==> src/rtl/wsr_pkg.sv <==
`timescale 1ns/1ps
package wsr_pkg;
  localparam int DEF_GROUP = 4;
  localparam int DEF_NLOG  = 16;
  localparam int DEF_NPHYS = 64;
  localparam int DEF_NSUB  = 2;
endpackage

==> src/rtl/wsr_free_list.sv <==
`timescale 1ns/1ps
module wsr_free_list #(
  parameter int DEPTH  = 32,
  parameter int PHYS_W = 6,
  parameter int GROUP  = 4,
  parameter int NLOG   = 16,
  parameter int NSUB   = 2,
  parameter int SUB_ID = 0,
  localparam int PTR_W  = $clog2(DEPTH),
  localparam int FCNT_W = $clog2(DEPTH + 1),
  localparam int CNT_W  = $clog2(GROUP + 1),
  localparam int SUB_W  = $clog2(NSUB),
  localparam int INIT   = DEPTH - NLOG / NSUB
) (
  input  logic                    clk,
  input  logic                    rst,
  input  logic [CNT_W-1:0]        pop_n,
  input  logic                    push_en,
  input  logic [PHYS_W-1:0]       push_preg,
  output logic [FCNT_W-1:0]       avail,
  output logic [GROUP*PHYS_W-1:0] heads
);
  logic [PHYS_W-1:0] mem [DEPTH];
  logic [PTR_W-1:0]  head_q, tail_q;
  logic [FCNT_W-1:0] cnt_q;

  assign avail = cnt_q;

  genvar g;
  generate
    for (g = 0; g < GROUP; g++) begin : g_head
      assign heads[g*PHYS_W +: PHYS_W] = mem[head_q + PTR_W'(g)];
    end
  endgenerate

  always_ff @(posedge clk) begin
    if (rst) begin
      head_q <= '0;
      tail_q <= PTR_W'(INIT);
      cnt_q  <= FCNT_W'(INIT);
      for (int k = 0; k < DEPTH; k++)
        mem[k] <= (k < INIT) ? PHYS_W'(NLOG + SUB_ID + k * NSUB) : '0;
    end else begin
      if (push_en) begin
        mem[tail_q] <= push_preg;
        tail_q      <= tail_q + 1'b1;
      end
      head_q <= head_q + PTR_W'(pop_n);
      cnt_q  <= cnt_q + FCNT_W'(push_en) - FCNT_W'(pop_n);
    end
  end

  // the stall logic must never let a list go below empty
  p_no_underflow_r8: assert property (@(posedge clk) disable iff (rst)
    FCNT_W'(pop_n) <= cnt_q);
  // a returned register always finds a free slot
  p_no_overflow_r9: assert property (@(posedge clk) disable iff (rst)
    push_en |-> (int'(cnt_q) < DEPTH));
  // only registers of this subset ever leave this list
  p_head_subset_r2: assert property (@(posedge clk) disable iff (rst)
    (pop_n != '0) |-> (heads[SUB_W-1:0] == SUB_W'(SUB_ID)));
endmodule

==> src/rtl/wsr_group_ctl.sv <==
`timescale 1ns/1ps
module wsr_group_ctl #(
  parameter int GROUP = 4,
  parameter int NSUB  = 2,
  localparam int SUB_W = $clog2(NSUB),
  localparam int CNT_W = $clog2(GROUP + 1),
  localparam int RK_W  = $clog2(GROUP)
) (
  input  logic [GROUP-1:0]       dst_vld,
  input  logic [GROUP*SUB_W-1:0] subset,
  output logic [NSUB*CNT_W-1:0]  need,
  output logic [GROUP*RK_W-1:0]  rank
);
  logic [CNT_W-1:0] tally [NSUB];
  logic [SUB_W-1:0] s;

  always_comb begin
    for (int t = 0; t < NSUB; t++) tally[t] = '0;
    rank = '0;
    s    = '0;
    for (int i = 0; i < GROUP; i++) begin
      s = subset[i*SUB_W +: SUB_W];
      rank[i*RK_W +: RK_W] = tally[s][RK_W-1:0];
      if (dst_vld[i]) tally[s] = tally[s] + 1'b1;
    end
    for (int t = 0; t < NSUB; t++) need[t*CNT_W +: CNT_W] = tally[t];
  end
endmodule

==> src/rtl/wsr_renamer.sv <==
`timescale 1ns/1ps
module wsr_renamer #(
  parameter int GROUP = wsr_pkg::DEF_GROUP,
  parameter int NLOG  = wsr_pkg::DEF_NLOG,
  parameter int NPHYS = wsr_pkg::DEF_NPHYS,
  parameter int NSUB  = wsr_pkg::DEF_NSUB,
  localparam int LOG_W  = $clog2(NLOG),
  localparam int PHYS_W = $clog2(NPHYS),
  localparam int SUB_W  = $clog2(NSUB)
) (
  input  logic                    clk,
  input  logic                    rst,
  input  logic                    in_valid,
  input  logic [GROUP-1:0]        in_dst_vld,
  input  logic [GROUP*LOG_W-1:0]  in_dst_log,
  input  logic [GROUP*LOG_W-1:0]  in_srca_log,
  input  logic [GROUP*LOG_W-1:0]  in_srcb_log,
  input  logic [GROUP*SUB_W-1:0]  in_subset,
  input  logic                    ret_valid,
  input  logic [PHYS_W-1:0]       ret_preg,
  output logic                    grp_stall,
  output logic                    out_valid,
  output logic [GROUP-1:0]        out_dst_vld,
  output logic [GROUP*PHYS_W-1:0] out_dst_preg,
  output logic [GROUP*PHYS_W-1:0] out_old_preg,
  output logic [GROUP*PHYS_W-1:0] out_srca_preg,
  output logic [GROUP*PHYS_W-1:0] out_srcb_preg
);
  localparam int DEPTH  = NPHYS / NSUB;
  localparam int CNT_W  = $clog2(GROUP + 1);
  localparam int RK_W   = $clog2(GROUP);
  localparam int FCNT_W = $clog2(DEPTH + 1);

  logic [LOG_W-1:0]        dlog [GROUP];
  logic [LOG_W-1:0]        alog [GROUP];
  logic [LOG_W-1:0]        blog [GROUP];
  logic [SUB_W-1:0]        sub  [GROUP];
  logic [RK_W-1:0]         rnk  [GROUP];
  logic [NSUB*CNT_W-1:0]   need_pk;
  logic [GROUP*RK_W-1:0]   rank_pk;
  logic [CNT_W-1:0]        need  [NSUB];
  logic [FCNT_W-1:0]       avail [NSUB];
  logic [GROUP*PHYS_W-1:0] heads [NSUB];
  logic [CNT_W-1:0]        pop_n [NSUB];
  logic [NSUB-1:0]         push_en;
  logic [PHYS_W-1:0]       new_preg [GROUP];
  logic [PHYS_W-1:0]       srca [GROUP];
  logic [PHYS_W-1:0]       srcb [GROUP];
  logic [PHYS_W-1:0]       oldp [GROUP];
  logic [PHYS_W-1:0]       map_q [NLOG];
  logic                    short, accept;

  genvar g;
  generate
    for (g = 0; g < GROUP; g++) begin : g_lane
      assign dlog[g] = in_dst_log[g*LOG_W +: LOG_W];
      assign alog[g] = in_srca_log[g*LOG_W +: LOG_W];
      assign blog[g] = in_srcb_log[g*LOG_W +: LOG_W];
      assign sub[g]  = in_subset[g*SUB_W +: SUB_W];
      assign rnk[g]  = rank_pk[g*RK_W +: RK_W];
      assign new_preg[g] = heads[sub[g]][rnk[g]*PHYS_W +: PHYS_W];
    end
  endgenerate

  wsr_group_ctl #(.GROUP(GROUP), .NSUB(NSUB)) u_ctl (
    .dst_vld(in_dst_vld), .subset(in_subset), .need(need_pk), .rank(rank_pk));

  generate
    for (g = 0; g < NSUB; g++) begin : g_list
      assign need[g]    = need_pk[g*CNT_W +: CNT_W];
      assign pop_n[g]   = accept ? need[g] : '0;
      assign push_en[g] = ret_valid && (ret_preg[SUB_W-1:0] == SUB_W'(g));
      wsr_free_list #(.DEPTH(DEPTH), .PHYS_W(PHYS_W), .GROUP(GROUP),
                      .NLOG(NLOG), .NSUB(NSUB), .SUB_ID(g)) u_fl (
        .clk(clk), .rst(rst), .pop_n(pop_n[g]), .push_en(push_en[g]),
        .push_preg(ret_preg), .avail(avail[g]), .heads(heads[g]));
    end
  endgenerate

  always_comb begin
    short = 1'b0;
    for (int s = 0; s < NSUB; s++)
      if (FCNT_W'(need[s]) > avail[s]) short = 1'b1;
  end
  assign grp_stall = in_valid && short;
  assign accept    = in_valid && !short;

  // Intra-group resolution: later j overrides earlier, so youngest producer wins
  always_comb begin
    for (int i = 0; i < GROUP; i++) begin
      srca[i] = map_q[alog[i]];
      srcb[i] = map_q[blog[i]];
      oldp[i] = map_q[dlog[i]];
      for (int j = 0; j < i; j++) begin
        if (in_dst_vld[j] && dlog[j] == alog[i]) srca[i] = new_preg[j];
        if (in_dst_vld[j] && dlog[j] == blog[i]) srcb[i] = new_preg[j];
        if (in_dst_vld[j] && dlog[j] == dlog[i]) oldp[i] = new_preg[j];
      end
    end
  end

  always_ff @(posedge clk) begin
    if (rst) begin
      out_valid     <= 1'b0;
      out_dst_vld   <= '0;
      out_dst_preg  <= '0;
      out_old_preg  <= '0;
      out_srca_preg <= '0;
      out_srcb_preg <= '0;
      for (int l = 0; l < NLOG; l++) map_q[l] <= PHYS_W'(l);
    end else begin
      out_valid <= accept;
      if (accept) begin
        out_dst_vld <= in_dst_vld;
        for (int i = 0; i < GROUP; i++) begin
          out_dst_preg[i*PHYS_W +: PHYS_W]  <= in_dst_vld[i] ? new_preg[i] : '0;
          out_old_preg[i*PHYS_W +: PHYS_W]  <= in_dst_vld[i] ? oldp[i] : '0;
          out_srca_preg[i*PHYS_W +: PHYS_W] <= srca[i];
          out_srcb_preg[i*PHYS_W +: PHYS_W] <= srcb[i];
        end
        for (int j = 0; j < GROUP; j++)
          if (in_dst_vld[j]) map_q[dlog[j]] <= new_preg[j];
      end
    end
  end

  // a held-off group yields no result
  p_stall_blocks_r8: assert property (@(posedge clk) disable iff (rst)
    grp_stall |=> !out_valid);
  // an accepted group appears one clock later
  p_accept_emits_r10: assert property (@(posedge clk) disable iff (rst)
    (in_valid && !grp_stall) |=> out_valid);
  // idle input produces idle output
  p_idle_r10: assert property (@(posedge clk) disable iff (rst)
    !in_valid |=> !out_valid);

  generate
    for (g = 0; g < GROUP; g++) begin : g_chk
      // destination subset follows the lane's subset field
      p_subset_match_r2: assert property (@(posedge clk) disable iff (rst)
        (out_valid && out_dst_vld[g]) |->
          (out_dst_preg[g*PHYS_W +: SUB_W] == $past(sub[g])));
      for (genvar h = g + 1; h < GROUP; h++) begin : g_pair
        // no register is handed to two lanes of one group
        p_distinct_r3: assert property (@(posedge clk) disable iff (rst)
          (out_valid && out_dst_vld[g] && out_dst_vld[h]) |->
            (out_dst_preg[g*PHYS_W +: PHYS_W] != out_dst_preg[h*PHYS_W +: PHYS_W]));
      end
    end
  endgenerate
endmodule

==> config.mk <==
export PLATFORM = sky130hd
export DESIGN_NAME = wsr_renamer
export DESIGN_NICKNAME = d
export VERILOG_FILES = /design/src/rtl/wsr_pkg.sv /design/src/rtl/wsr_free_list.sv /design/src/rtl/wsr_group_ctl.sv /design/src/rtl/wsr_renamer.sv
export SDC_FILE = /design/constraint.sdc
export NUM_CORES = 2
export LEC_CHECK = 0
export BUFFER_PORTS_ARGS = -buffer_cell sky130_fd_sc_hd__clkbuf_2
export CAP_MARGIN = 20
export CORE_MARGIN = 2
export CORE_UTILIZATION = 35
export DETAILED_ROUTE_END_ITERATION = 8
export PLACE_DENSITY = 0.58
export REMOVE_ABC_BUFFERS = 1
export SLEW_MARGIN = 20
export SYNTH_ARGS = -nofsm -noshare
export SYNTH_HDL_FRONTEND = slang
export SYNTH_HIERARCHICAL = 1
export SYNTH_SLANG_ARGS = --single-unit
==> constraint.sdc <==
create_clock -name clk -period 14.5 [get_ports clk]
set_input_delay 0.725 -clock clk [delete_from_list [all_inputs] [get_ports clk]]
set_output_delay 0.725 -clock clk [all_outputs]
set_load 0.005 [all_outputs]
==> impl_results.md <==
- Status: finished with violations
- Failing checks: design-rule violations
- Wire per inst: 33.3 um
- RSZ-0062 raised after global routing: no
- Fillcell total: 13,900
- Post-Synthesis Cells: about 4,200
- Achievable frequency: about 140 MHz
- Most used cell, CP: ha_1
- Top-count cell post-synth: mux4_2
- Hold buffer count at cts: 0
- Syn Std Cell Area: slightly above 0.05 mm^2
- Pre-Repair DR Iteration Count: 9
- Largest net degree at the start of global routing: between 60 and 70
- Clock Skew: about 60 ps
- Worst-path fanout max: between 40 and 50
- Storage cell area: between 0.015 and 0.02 mm^2
- Top-Level Pins: approximately 170
- CP max stage cell: a22oi_1
- Share of layout cells above drive strength 1: 0.306
- Final wirelength: around 200 mm
- Rel. slew slack: 0.193
- Width of the die: between 300 and 400 um
- Final worst path period share: 0.493
- Final Setup Violations: 0
- Top cell type's share of synthesized area: 0.317
- Number of synthesized flops with an enable pin: 480
- CTS tree: built
- Seq/Total Area, Yosys: 0.334
- Final GP Congestion: between 1 and 1.5
- # DRC: 2
- Hold Crit Class: in2reg
- Critical path class: in2reg
- Syn-to-layout area delta: 8.11%
- Critical Path Sink Type: flop
- FP Rows: 140
- Placed Cells: between 5,000 and 6,000
- Core region area: roughly 0.15 mm^2
- Top post-synthesis cells by area: mux4_2 32%, edfxtp_1 28%, dfxtp_1 5.2%
- Critical Path AT: 7500 ps
- Worst-path clk slew: around 60 ps
- Setup_tns: 0 ps
- Filler-free cell count of the finished design: 6,013
- Max-cap violation count: 0
- Final ANT Viol Nets: 0
- Max Slew Vio Count: 0
- Nets@finish: roughly 4,200
- Vias in the first global route: 40,000
- Final hold vios: 0
- # resized after CTS: 0
- Clk sinks: about 600
- Post-route minimum period: about 7200 ps
- Post-DP HPWL: 133 mm
- DRT iter0 DRCs: roughly 6,400
- Peak VDD IR: approximately 0.094 mV
- WP data required: roughly 15,000 ps
- Global-route wire length before repair: a little under 300 mm
- Pleak: around 17 nW
- Via density: approximately 6.9
- Predominant post-synthesis flop cell: edfxtp_1
- Worst path max stage delay: between 900 and 1000 ps
- Pwr dens: between 100 and 150 mW/mm^2
- Multi-input logic area: about 0.031 mm^2
- Clock buffer depth: 3
- CTS H-tree depth: 3
- Pre-CTS setup slack: about 6900 ps
- Starting Density: 0.352
- Tightest Pin Transition: between 1000 and 1500 ps
- CP Cell Sequence: clkbuf_2 -> buf_4 -> nand2_1 -> nor2_1 -> mux2_2 -> ha_1 -> a21boi_0 -> a22oi_1 -> ha_1 -> nand3_1 -> xor2_1 -> ha_1 -> a21oi_1 -> o21a_1 -> o221ai_4 -> buf_4 -> inv_2 -> nand4_1 -> o21ai_1 -> nor3_1 -> o21ai_0
- Post-route worst setup slack: roughly 7300 ps
- FF+latch count, synth: roughly 610
- Crit path launch type: input port
- Post-synth ARST share: 0
- All-layer global routing usage: 0.264
- Initial antenna violation count: 10
- Vias: a little over 40,000
- Post-CTS repair timing setup buffer count: 0
- Synthesized area per cell: 12.1 um^2
- Largest area contributor in the netlist: mux4_2
- GRT overflow: 0
- Commonest cells post-synth: 721 x mux4_2, 480 x edfxtp_1, 365 x clkbuf_1
- Synth cell types: 85
- Synth warn: 6
- Die area: 0.149 mm^2
- Buffers added on ports: approximately 170
- Root Buffer: clkbuf_16
- TritonCTS Buffers: between 70 and 80
- Height of the die: approximately 390 um
- Worst-skew pair later-pin latency: between 700 and 800 ps
-- power breakdown --
group	leakage, nW	switching (W)	internal (W)	total (W)
Combinational	10.6	0.00134	0.000901	0.00225
Sequential	5.38	0.000146	0.00198	0.00213
Clock	1.17	0.000836	0.00108	0.00191
Total	17.2	0.00233	0.00396	0.00628
-- critical path, delay by kind of cell --
family | cells | cell delay, ps
and+or+nand+nor | 5 | 1160
adders and majority gates | 3 | 910
buffers and inverters | 4 | 1610
muxes | 1 | 400
xor gates and xnor gates | 1 | 220
AOI/OAI and AO/OA | 7 | 2370
-- worst paths after layout --
| kind | start | to | slack (ps) | cells after the start |
|---|---|---|---|---|
| max | in_dst_vld[1] | map_q[12][5] | 7350 | 21 |
| min | rst | g_list[1].u_fl/tail_q[0] | 330 | 2 |
| max reg2reg | g_list[0].u_fl/head_q[0] | map_q[2][1] | 8340 | 11 |
| min reg2reg | out_dst_vld[0] | out_dst_vld[0] | 450 | 2 |
-- cell type report --
class | instances | area share
Clock buffer | 98 | 0.0360
Inverter | 67 | 0.00459
Timing Repair Buffer | 278 | 0.0306
Multi-Input combinational cell | 3000 | 0.568
Antenna cell | 4 | 0.000181
Sequential cell | 613 | 0.309
Tap cell | 1917 | 0.0433
Clock inverter | 36 | 0.00819
-- per-stage QoR --
step           cell area, um^2  utilization  hold slack (ps)  total power (W)
3_3_place_gp             52800        0.363              440          0.00431
6_report                 55300        0.381              335          0.00628
2_1_floorplan            48700            -              439          0.00356
4_1_cts                  55300        0.380              302          0.00624
3_5_place_dp             52800        0.363              438          0.00433
5_1_grt                  55300        0.380              343          0.00646
-- cell usage in the layout (no fill, tap or decap), drive strengths merged, types with 14 or more instances in the layout --
| cell type | n |
|---|---|
| or2 | 22 |
| o21ai | 139 |
| and3 | 28 |
| nand3 | 109 |
| buf | 112 |
| mux2 | 73 |
| o211ai | 14 |
| a221oi | 95 |
| xnor2 | 37 |
| or3 | 46 |
| xor2 | 84 |
| a211oi | 49 |
| mux4 | 721 |
| o221ai | 26 |
| edfxtp | 480 |
| a22oi | 14 |
| a311oi | 25 |
| clkinv | 24 |
| nor2 | 211 |
| mux2i | 266 |
| a31oi | 14 |
| nor4 | 27 |
| a22o | 17 |
| inv | 69 |
| a21oi | 89 |
| o22ai | 57 |
| nand2 | 329 |
| or4 | 15 |
| nor2b | 42 |
| clkbuf | 264 |
| and2 | 24 |
| ha | 46 |
| nor3 | 245 |
| dfxtp | 133 |
| a21o | 17 |
| nand4 | 33 |
-- kinds of logic (layout without fill, tap and decap cells) --
group / count (synthesis) / count (layout) / synth area share
AND/OR/NAND/NOR: 1167 / 1167 / 0.111
multiplexers: 1060 / 1060 / 0.385
flip-flops: 613 / 613 / 0.334
buffers and inverters: 613 / 479 / 0.0544
AO/OA/AOI/OAI: 599 / 599 / 0.0801
XOR/XNOR: 121 / 121 / 0.0225
adder cells (fa/ha/maj): 50 / 50 / 0.0128
other: 1 / 7 / 0.0000733
-- per-layer routing --
metal	wire length (um)	global-route usage	part of all wire
met1	72600	0.341	0.36
met2	87800	0.396	0.44
met3	26600	0.0838	0.13
met4	13100	0.141	0.065
met5	90	0	0.00045
-- sequential cells by signal, summed over array words and instances, names as in the netlist --
register            flops
out_old_preg           24
g_list.u_fl/avail      12
out_valid               1
g_list.u_fl/tail_q     10
out_dst_preg           24
out_srca_preg          24
g_list.u_fl/mem       384
map_q                  96
g_list.u_fl/head_q     10
out_srcb_preg          24
out_dst_vld             4
Note: power is estimated with default switching activity, not from simulation.
